$ cat src/rtl/lcdw_pkg.sv
package lcdw_pkg;

    localparam int BP_COUNT = 4;
    localparam int BP_IDX_W = $clog2(BP_COUNT);

    typedef enum logic [1:0] {
        MUX_STATIC = 2'd0,
        MUX_2      = 2'd1,
        MUX_3      = 2'd2,
        MUX_4      = 2'd3
    } mux_mode_e;

    typedef enum logic [2:0] {
        ST_HOLD  = 3'd0,
        ST_SLOT0 = 3'd1,
        ST_SLOT1 = 3'd2,
        ST_SLOT2 = 3'd3,
        ST_SLOT3 = 3'd4
    } slot_state_e;

    typedef logic [1:0] level_t;

    localparam level_t LV_VDD       = 2'b00;
    localparam level_t LV_UPPER_MID = 2'b01;
    localparam level_t LV_LOWER_MID = 2'b10;
    localparam level_t LV_VLCD      = 2'b11;

    // extreme rail for a given polarity (0 -> VDD, 1 -> VLCD)
    function automatic level_t extreme_level(input logic pol);
        return pol ? LV_VLCD : LV_VDD;
    endfunction

    // intermediate rail; under half bias there is only one
    function automatic level_t mid_level(input logic near_vlcd, input logic half);
        if (half) return LV_UPPER_MID;
        return near_vlcd ? LV_LOWER_MID : LV_UPPER_MID;
    endfunction

endpackage

$ cat src/rtl/lcdw_slot_fsm.sv
module lcdw_slot_fsm
    import lcdw_pkg::*;
(
    input  logic                clk,
    input  logic                rst_n,
    input  logic                slot_tick,
    input  mux_mode_e           cfg_mode,
    input  logic                cfg_half,
    output slot_state_e         state_o,
    output logic [BP_IDX_W-1:0] slot_idx_o,
    output logic                pol_o,
    output mux_mode_e           mode_o,
    output logic                half_o
);

    slot_state_e state_q, state_d;
    logic        pol_q, pol_d;
    mux_mode_e   mode_q, mode_d;
    logic        half_q, half_d;
    logic [BP_IDX_W-1:0] last_slot;
    logic [BP_IDX_W-1:0] slot_idx;

    assign last_slot = BP_IDX_W'(mode_q);

    // next-state and frame-boundary loading
    always_comb begin
        state_d = state_q;
        pol_d   = pol_q;
        mode_d  = mode_q;
        half_d  = half_q;
        if (slot_tick) begin
            unique case (state_q)
                ST_HOLD: begin
                    state_d = ST_SLOT0;
                    pol_d   = 1'b0;
                    mode_d  = cfg_mode;
                    half_d  = cfg_half;
                end
                ST_SLOT0: state_d = (last_slot == 2'd0) ? ST_SLOT0 : ST_SLOT1;
                ST_SLOT1: state_d = (last_slot == 2'd1) ? ST_SLOT0 : ST_SLOT2;
                ST_SLOT2: state_d = (last_slot == 2'd2) ? ST_SLOT0 : ST_SLOT3;
                ST_SLOT3: state_d = ST_SLOT0;
                default:  state_d = ST_HOLD;
            endcase
            if (state_q != ST_HOLD && state_d == ST_SLOT0) begin
                pol_d  = ~pol_q;
                mode_d = cfg_mode;
                half_d = cfg_half;
            end
        end
    end

    // state register
    always_ff @(posedge clk or negedge rst_n) begin
        if (!rst_n) begin
            state_q <= ST_HOLD;
            pol_q   <= 1'b0;
            mode_q  <= MUX_4;
            half_q  <= 1'b0;
        end else begin
            state_q <= state_d;
            pol_q   <= pol_d;
            mode_q  <= mode_d;
            half_q  <= half_d;
        end
    end

    always_comb begin
        unique case (state_q)
            ST_SLOT1: slot_idx = 2'd1;
            ST_SLOT2: slot_idx = 2'd2;
            ST_SLOT3: slot_idx = 2'd3;
            default:  slot_idx = 2'd0;
        endcase
    end

    assign state_o    = state_q;
    assign slot_idx_o = slot_idx;
    assign pol_o      = pol_q;
    assign mode_o     = mode_q;
    assign half_o     = half_q;

    // the active slot never lies beyond the latched mode's last slot
    assert_slot_within_mode_R2: assert property (@(posedge clk) disable iff (!rst_n)
        (state_q != ST_HOLD) |-> (slot_idx <= last_slot));

    // configuration moves only on entering slot 0
    assert_cfg_at_frame_edge_R9: assert property (@(posedge clk) disable iff (!rst_n)
        (!$stable(mode_q) || !$stable(half_q)) |-> (state_q == ST_SLOT0));

    // polarity flips only on a frame wrap
    assert_pol_at_frame_edge_R3: assert property (@(posedge clk) disable iff (!rst_n)
        !$stable(pol_q) |-> (state_q == ST_SLOT0 && $past(state_q) != ST_HOLD));

endmodule

$ cat src/rtl/lcdw_level_gen.sv
module lcdw_level_gen
    import lcdw_pkg::*;
#(
    parameter int SEG_N = 40
) (
    input  logic                    clk,
    input  logic                    rst_n,
    input  logic                    disp_en,
    input  slot_state_e             state_i,
    input  logic [BP_IDX_W-1:0]     slot_idx_i,
    input  logic                    pol_i,
    input  mux_mode_e               mode_i,
    input  logic                    half_i,
    input  logic [BP_COUNT*SEG_N-1:0] seg_data,
    output logic [2*BP_COUNT-1:0]   bp_lvl,
    output logic [2*SEG_N-1:0]      seg_lvl
);

    logic   active, half_eff, is_static;
    level_t sel_lv, opp_lv, idle_bp_lv, seg_off_lv;
    logic [2*BP_COUNT-1:0] bp_d, bp_q;
    logic [2*SEG_N-1:0]    seg_d, seg_q;

    assign active     = disp_en && (state_i != ST_HOLD);
    assign half_eff   = half_i && (mode_i == MUX_2);
    assign is_static  = (mode_i == MUX_STATIC);
    assign sel_lv     = extreme_level(pol_i);
    assign opp_lv     = extreme_level(~pol_i);
    // unselected backplane: intermediate nearer the opposite extreme
    assign idle_bp_lv = is_static ? sel_lv : mid_level(~pol_i, half_eff);
    // unlit segment: intermediate nearer the selected backplane
    assign seg_off_lv = is_static ? sel_lv : mid_level(pol_i, half_eff);

    genvar j;
    generate
        for (j = 0; j < BP_COUNT; j++) begin : g_bp
            assign bp_d[2*j +: 2] = !active ? LV_VDD :
                                    (slot_idx_i == BP_IDX_W'(j)) ? sel_lv : idle_bp_lv;
        end
    endgenerate

    genvar i;
    generate
        for (i = 0; i < SEG_N; i++) begin : g_seg
            logic [BP_COUNT-1:0] nib;
            assign nib = seg_data[BP_COUNT*i +: BP_COUNT];
            assign seg_d[2*i +: 2] = !active ? LV_VDD :
                                     nib[slot_idx_i] ? opp_lv : seg_off_lv;
        end
    endgenerate

    // output register
    always_ff @(posedge clk or negedge rst_n) begin
        if (!rst_n) begin
            bp_q  <= '0;
            seg_q <= '0;
        end else begin
            bp_q  <= bp_d;
            seg_q <= seg_d;
        end
    end

    assign bp_lvl  = bp_q;
    assign seg_lvl = seg_q;

    // observation of the registered codes
    logic [BP_COUNT-1:0] obs_bp_ext;
    logic obs_any_lower, obs_any_mid, obs_all_vdd;
    always_comb begin
        obs_any_lower = 1'b0;
        obs_any_mid   = 1'b0;
        obs_all_vdd   = (bp_q == '0) && (seg_q == '0);
        for (int k = 0; k < BP_COUNT; k++) begin
            obs_bp_ext[k] = (bp_q[2*k +: 2] == LV_VDD) || (bp_q[2*k +: 2] == LV_VLCD);
            if (bp_q[2*k +: 2] == LV_LOWER_MID) obs_any_lower = 1'b1;
            if (bp_q[2*k +: 2] == LV_LOWER_MID || bp_q[2*k +: 2] == LV_UPPER_MID) obs_any_mid = 1'b1;
        end
        for (int k = 0; k < SEG_N; k++) begin
            if (seg_q[2*k +: 2] == LV_LOWER_MID) obs_any_lower = 1'b1;
            if (seg_q[2*k +: 2] == LV_LOWER_MID || seg_q[2*k +: 2] == LV_UPPER_MID) obs_any_mid = 1'b1;
        end
    end

    assert_blank_all_vdd_R10: assert property (@(posedge clk) disable iff (!rst_n)
        !disp_en |=> obs_all_vdd);

    assert_one_selected_bp_R2: assert property (@(posedge clk) disable iff (!rst_n)
        (active && !is_static) |=> ($countones(obs_bp_ext) == 1));

    assert_half_no_lower_mid_R8: assert property (@(posedge clk) disable iff (!rst_n)
        (active && half_eff) |=> !obs_any_lower);

    assert_static_two_levels_R7: assert property (@(posedge clk) disable iff (!rst_n)
        (active && is_static) |=> !obs_any_mid);

endmodule

$ cat src/rtl/lcd_wave_seq.sv
module lcd_wave_seq #(
    parameter int SEG_N = 40
) (
    input  logic                 clk,
    input  logic                 rst_n,
    input  logic                 slot_tick,
    input  logic [1:0]           cfg_mode,
    input  logic                 cfg_half,
    input  logic                 disp_en,
    input  logic [4*SEG_N-1:0]   seg_data,
    output logic [7:0]           bp_lvl,
    output logic [2*SEG_N-1:0]   seg_lvl
);
    import lcdw_pkg::*;

    slot_state_e         state;
    logic [BP_IDX_W-1:0] slot_idx;
    logic                pol;
    mux_mode_e           mode;
    logic                half;

    lcdw_slot_fsm u_fsm (
        .clk        (clk),
        .rst_n      (rst_n),
        .slot_tick  (slot_tick),
        .cfg_mode   (mux_mode_e'(cfg_mode)),
        .cfg_half   (cfg_half),
        .state_o    (state),
        .slot_idx_o (slot_idx),
        .pol_o      (pol),
        .mode_o     (mode),
        .half_o     (half)
    );

    lcdw_level_gen #(.SEG_N(SEG_N)) u_lvl (
        .clk        (clk),
        .rst_n      (rst_n),
        .disp_en    (disp_en),
        .state_i    (state),
        .slot_idx_i (slot_idx),
        .pol_i      (pol),
        .mode_i     (mode),
        .half_i     (half),
        .seg_data   (seg_data),
        .bp_lvl     (bp_lvl),
        .seg_lvl    (seg_lvl)
    );

endmodule

$ cat config.mk
export PLATFORM = sky130hd
export DESIGN_NAME = lcd_wave_seq
export DESIGN_NICKNAME = d
export VERILOG_FILES = /design/src/rtl/lcdw_pkg.sv /design/src/rtl/lcdw_slot_fsm.sv /design/src/rtl/lcdw_level_gen.sv /design/src/rtl/lcd_wave_seq.sv
export SDC_FILE = /design/constraint.sdc
export NUM_CORES = 1
export LEC_CHECK = 0
export ABC_AREA = 0
export CAP_MARGIN = 20
export CELL_PAD_IN_SITES_DETAIL_PLACEMENT = 0
export CELL_PAD_IN_SITES_GLOBAL_PLACEMENT = 1
export CORE_ASPECT_RATIO = 1.25
export CORE_MARGIN = 2
export CORE_UTILIZATION = 40
export CTS_CLUSTER_DIAMETER = 50
export DETAILED_ROUTE_END_ITERATION = 12
export DONT_BUFFER_PORTS = 1
export GPL_ROUTABILITY_DRIVEN = 0
export PLACE_DENSITY_LB_ADDON = 0.1
export SKIP_CTS_REPAIR_TIMING = 1
export SLEW_MARGIN = 20
export SYNTH_ARGS = -nofsm -noshare
export SYNTH_HDL_FRONTEND = slang
export SYNTH_SLANG_ARGS = --single-unit
$ cat constraint.sdc
create_clock -name clk -period 2.9 [get_ports clk]
set_input_delay 0.435 -clock clk [delete_from_list [all_inputs] [get_ports clk]]
set_output_delay 0.435 -clock clk [all_outputs]
set_load 0.05 [all_outputs]
==> flow_metrics.py <==
metrics = {
    "run_status": {
        "status": "finished, violations left",
        "violations": "hold timing",
    },
    "sta": {
        "fmax_ghz": 0.4241,
        "relSlewSlack_pct": 30.76,
        "fin_skew_ns": 0.007322,
        "hold_violations": 12,
        "fin_crit_sh_pct": 81.31,
        "fin_hold_ws_ns": -0.02245,
        "tightest_slew_ns": 1.036,
        "post-route-min-period_ns": 2.358,
        "setup_violations": 0,
        "finalMaxSlewViolations": 0,
        "rsz0062_at_grt": "no",
        "fin_tns_setup_ns": 0,
    },
    "critical_path": {
        "criticalPathCategory": "flop to flop",
        "worstPathCellList": "nor2b_1 > nor2_4 > a221o_1 > mux2i_1",
        "critPathBufInv": 0,
        "path_delay_family": "simple AND/OR/NAND/NOR gates",
        "cp_slowest_cell": "nor2_4",
        "worst_setup_path_start_kind": "flop",
        "r2r-start": "u_fsm.state_o[1]$_DFFE_PN0P_",
        "r2r_end": "u_lvl.seg_lvl[50]$_DFF_PN0_",
        "r2r_slack_ns": 0.54,
        "end_kind": "flop",
        "slowest_delay_ns": 0.81,
        "cp.arrival_ns": 2.58,
        "worst-path-max-fanout": 39,
        "worst-r2r-cell-count": 4,
        "critPathRequiredTime_ns": 3.12,
    },
    "floorplan": {
        "initial_core_util_pct": 40.87,
        "die_h_um": 125.5,
        "dieArea_um2": 12700,
        "pin_count": 255,
        "dieWidth_um": 101.2,
        "coreArea_um2": 11560,
        "rows": 44,
    },
    "clocking": {
        "htree_num_levels": 3,
        "insertion_delay_ns": 0.34,
        "clkTransAtPathRegs_ns": 0.07,
        "numCtsBuffers": 9,
        "cts_buffer_depth": 2,
        "tritoncts": "yes",
        "clock-sinks": 95,
        "cts-root-buf": "clkbuf_16",
    },
    "synthesis": {
        "yosysTopAreaCellShare_pct": 49.26,
        "postSynthAreaPerCell_um2": 11.81,
        "syn-num-nets": 567,
        "yosys.area.top_type": "dfrtp_1",
        "synthCells": 400,
        "seq_area_frac_synth_pct": 50.37,
        "synth_area_um2": 4725,
        "synth.area.top_cells": "dfrtp_1, mux2i_1, a221o_1",
        "synth_cell_types": 37,
        "yosys_warnings": 0,
        "ys_seq_elements": 95,
    },
    "flow_run": {
        "cap_violations": 0,
    },
    "route": {
        "drc_errors": 0,
        "post_drt_wl_per_cell_um": 24.71,
        "num_vias": 3218,
        "routed_wl_mm": 12.95,
        "vias_per_cell": 6.141,
        "drt_iter0_drc": 123,
        "drtAntennaViolNets": 0,
        "drt_first_pass_iters": 4,
    },
    "global_route": {
        "antenna_found_initial": 0,
        "grt_first_pass_wirelength_mm": 19.62,
        "grt_usage_pct": 20.25,
        "grt_overflow": 0,
        "grt_pass1_vias": 3331,
        "grt_max_degree": 96,
    },
    "layout": {
        "area_growth_pct": 8.422,
        "post-route-cell-area_um2": 5122,
        "layout-drive-gt1-share_pct": 8.549,
        "antennaDiodeCount": 0,
        "final_nets": 548,
    },
    "power_and_ir_drop": {
        "cellPowerDensity_nw_per_um2": 1437,
        "power.leakage_nw": 2.504,
        "ir_worst_vdd_mv": 0.4519,
    },
    "place": {
        "placed_cell_area_um2": 4828,
        "dp_hpwl_mm": 8.726,
        "numPortBuffers": 0,
    },
    "min_path": {
        "min_path_type": "input pin to asynchronous set/reset pin",
    },
}
-- cell usage after synthesis (all sizes together) --
master   instances
and3             1
dfstp            2
o22ai            1
o2bb2ai          1
nand4b           1
a221oi           1
a32oi            1
a21boi           1
nand2b           4
a221o           40
o31ai            1
a211oi           3
a21oi            8
or3              2
nor2            48
and2             1
clkbuf          25
o211ai           1
dfrtp           93
or3b             2
o21a             1
nor3b            1
mux2i          120
mux2             4
inv              3
nand3b           1
nor2b            3
nand2            5
nor3             1
buf             16
o311a            1
o311ai           1
o21ai            6
-- per-layer routing --
layer | track usage, % | routed length, µm | part of all wire [%] | up-vias
met5 | 0 | 0 | 0 | -
met4 | 5.644 | 212 | 1.6 | 0
met3 | 6.875 | 1252 | 9.7 | 16
met2 | 34.98 | 6640 | 51 | 192
met1 | 23.66 | 4840 | 37 | 1581
li1 | - | - | - | 1429
-- kinds of logic (layout without fill, tap and decap cells) --
family / Yosys count / count (layout) / share of synthesized area, %
and+or+nand+nor: 70 / 70 / 6.886
muxes: 124 / 124 / 26.38
AOI/OAI and AO/OA: 67 / 67 / 12.16
buffers and inverters: 44 / 30 / 4.211
DFF: 95 / 95 / 50.37
-- state kept, by name, indices dropped and copies added, names as in the netlist --
register       cells
u_fsm.half_o       1
u_fsm.state_o      3
u_fsm.mode_o       2
u_lvl.seg_lvl     80
u_fsm.pol_o        1
u_lvl.bp_lvl       8
-- placed cells by master (no fill, tap or decap), drive strengths merged, types with 5 or more instances in the layout --
cell | netlist | layout
clkbuf | 25 | 11
dfrtp | 93 | 93
a21oi | 8 | 8
nand2 | 5 | 5
nor2 | 48 | 48
buf | 16 | 11
a221o | 40 | 40
mux2i | 120 | 120
o21ai | 6 | 6
-- where the power goes --
part	switching [mW]	internal, mW
registers	1.82	1.80
clock network	0.496	0.582
logic	1.50	1.17
total	3.81	3.55
-- area by class of cell --
| type | instances | area, µm² |
|---|---|---|
| Inverter | 3 | 11.26 |
| Fill cell | 1091 | 6439 |
| Clock buffer | 11 | 232.7 |
| Multi-Input combinational cell | 261 | 2176 |
| Tap cell | 138 | 172.7 |
| Sequential cell | 95 | 2381 |
| Clock inverter | 5 | 33.78 |
| Timing Repair Buffer | 11 | 115.1 |
-- stage by stage --
stage | utilization [%] | cells | total power, mW | setup WS [ns]
floorplan | - | 400 | 5.695 | 1.169
global route | 44.31 | 524 | 7.791 | 0.4177
finish | 44.31 | 524 | 7.361 | 0.5419
detailed placement | 41.76 | 507 | 6.327 | 0.5561
global placement | 41.76 | 507 | 6.294 | 0.5604
CTS | 44.07 | 523 | 7.430 | 0.5196
-- worst max path at each step --
stage                                       from                           to  depth (start not counted)
floorplan           u_fsm.state_o[2]$_DFFE_PN0P_     u_fsm.half_o$_DFFE_PN0P_                          5
global placement    u_fsm.state_o[2]$_DFFE_PN0P_  u_lvl.seg_lvl[50]$_DFF_PN0_                          4
detailed placement  u_fsm.state_o[1]$_DFFE_PN0P_  u_lvl.seg_lvl[50]$_DFF_PN0_                          4
CTS                 u_fsm.state_o[1]$_DFFE_PN0P_  u_lvl.seg_lvl[50]$_DFF_PN0_                          4
global route        u_fsm.state_o[2]$_DFFE_PN0P_  u_lvl.seg_lvl[50]$_DFF_PN0_                          4
finish              u_fsm.state_o[1]$_DFFE_PN0P_  u_lvl.seg_lvl[50]$_DFF_PN0_                          4
(Power assumes the default switching activity.)
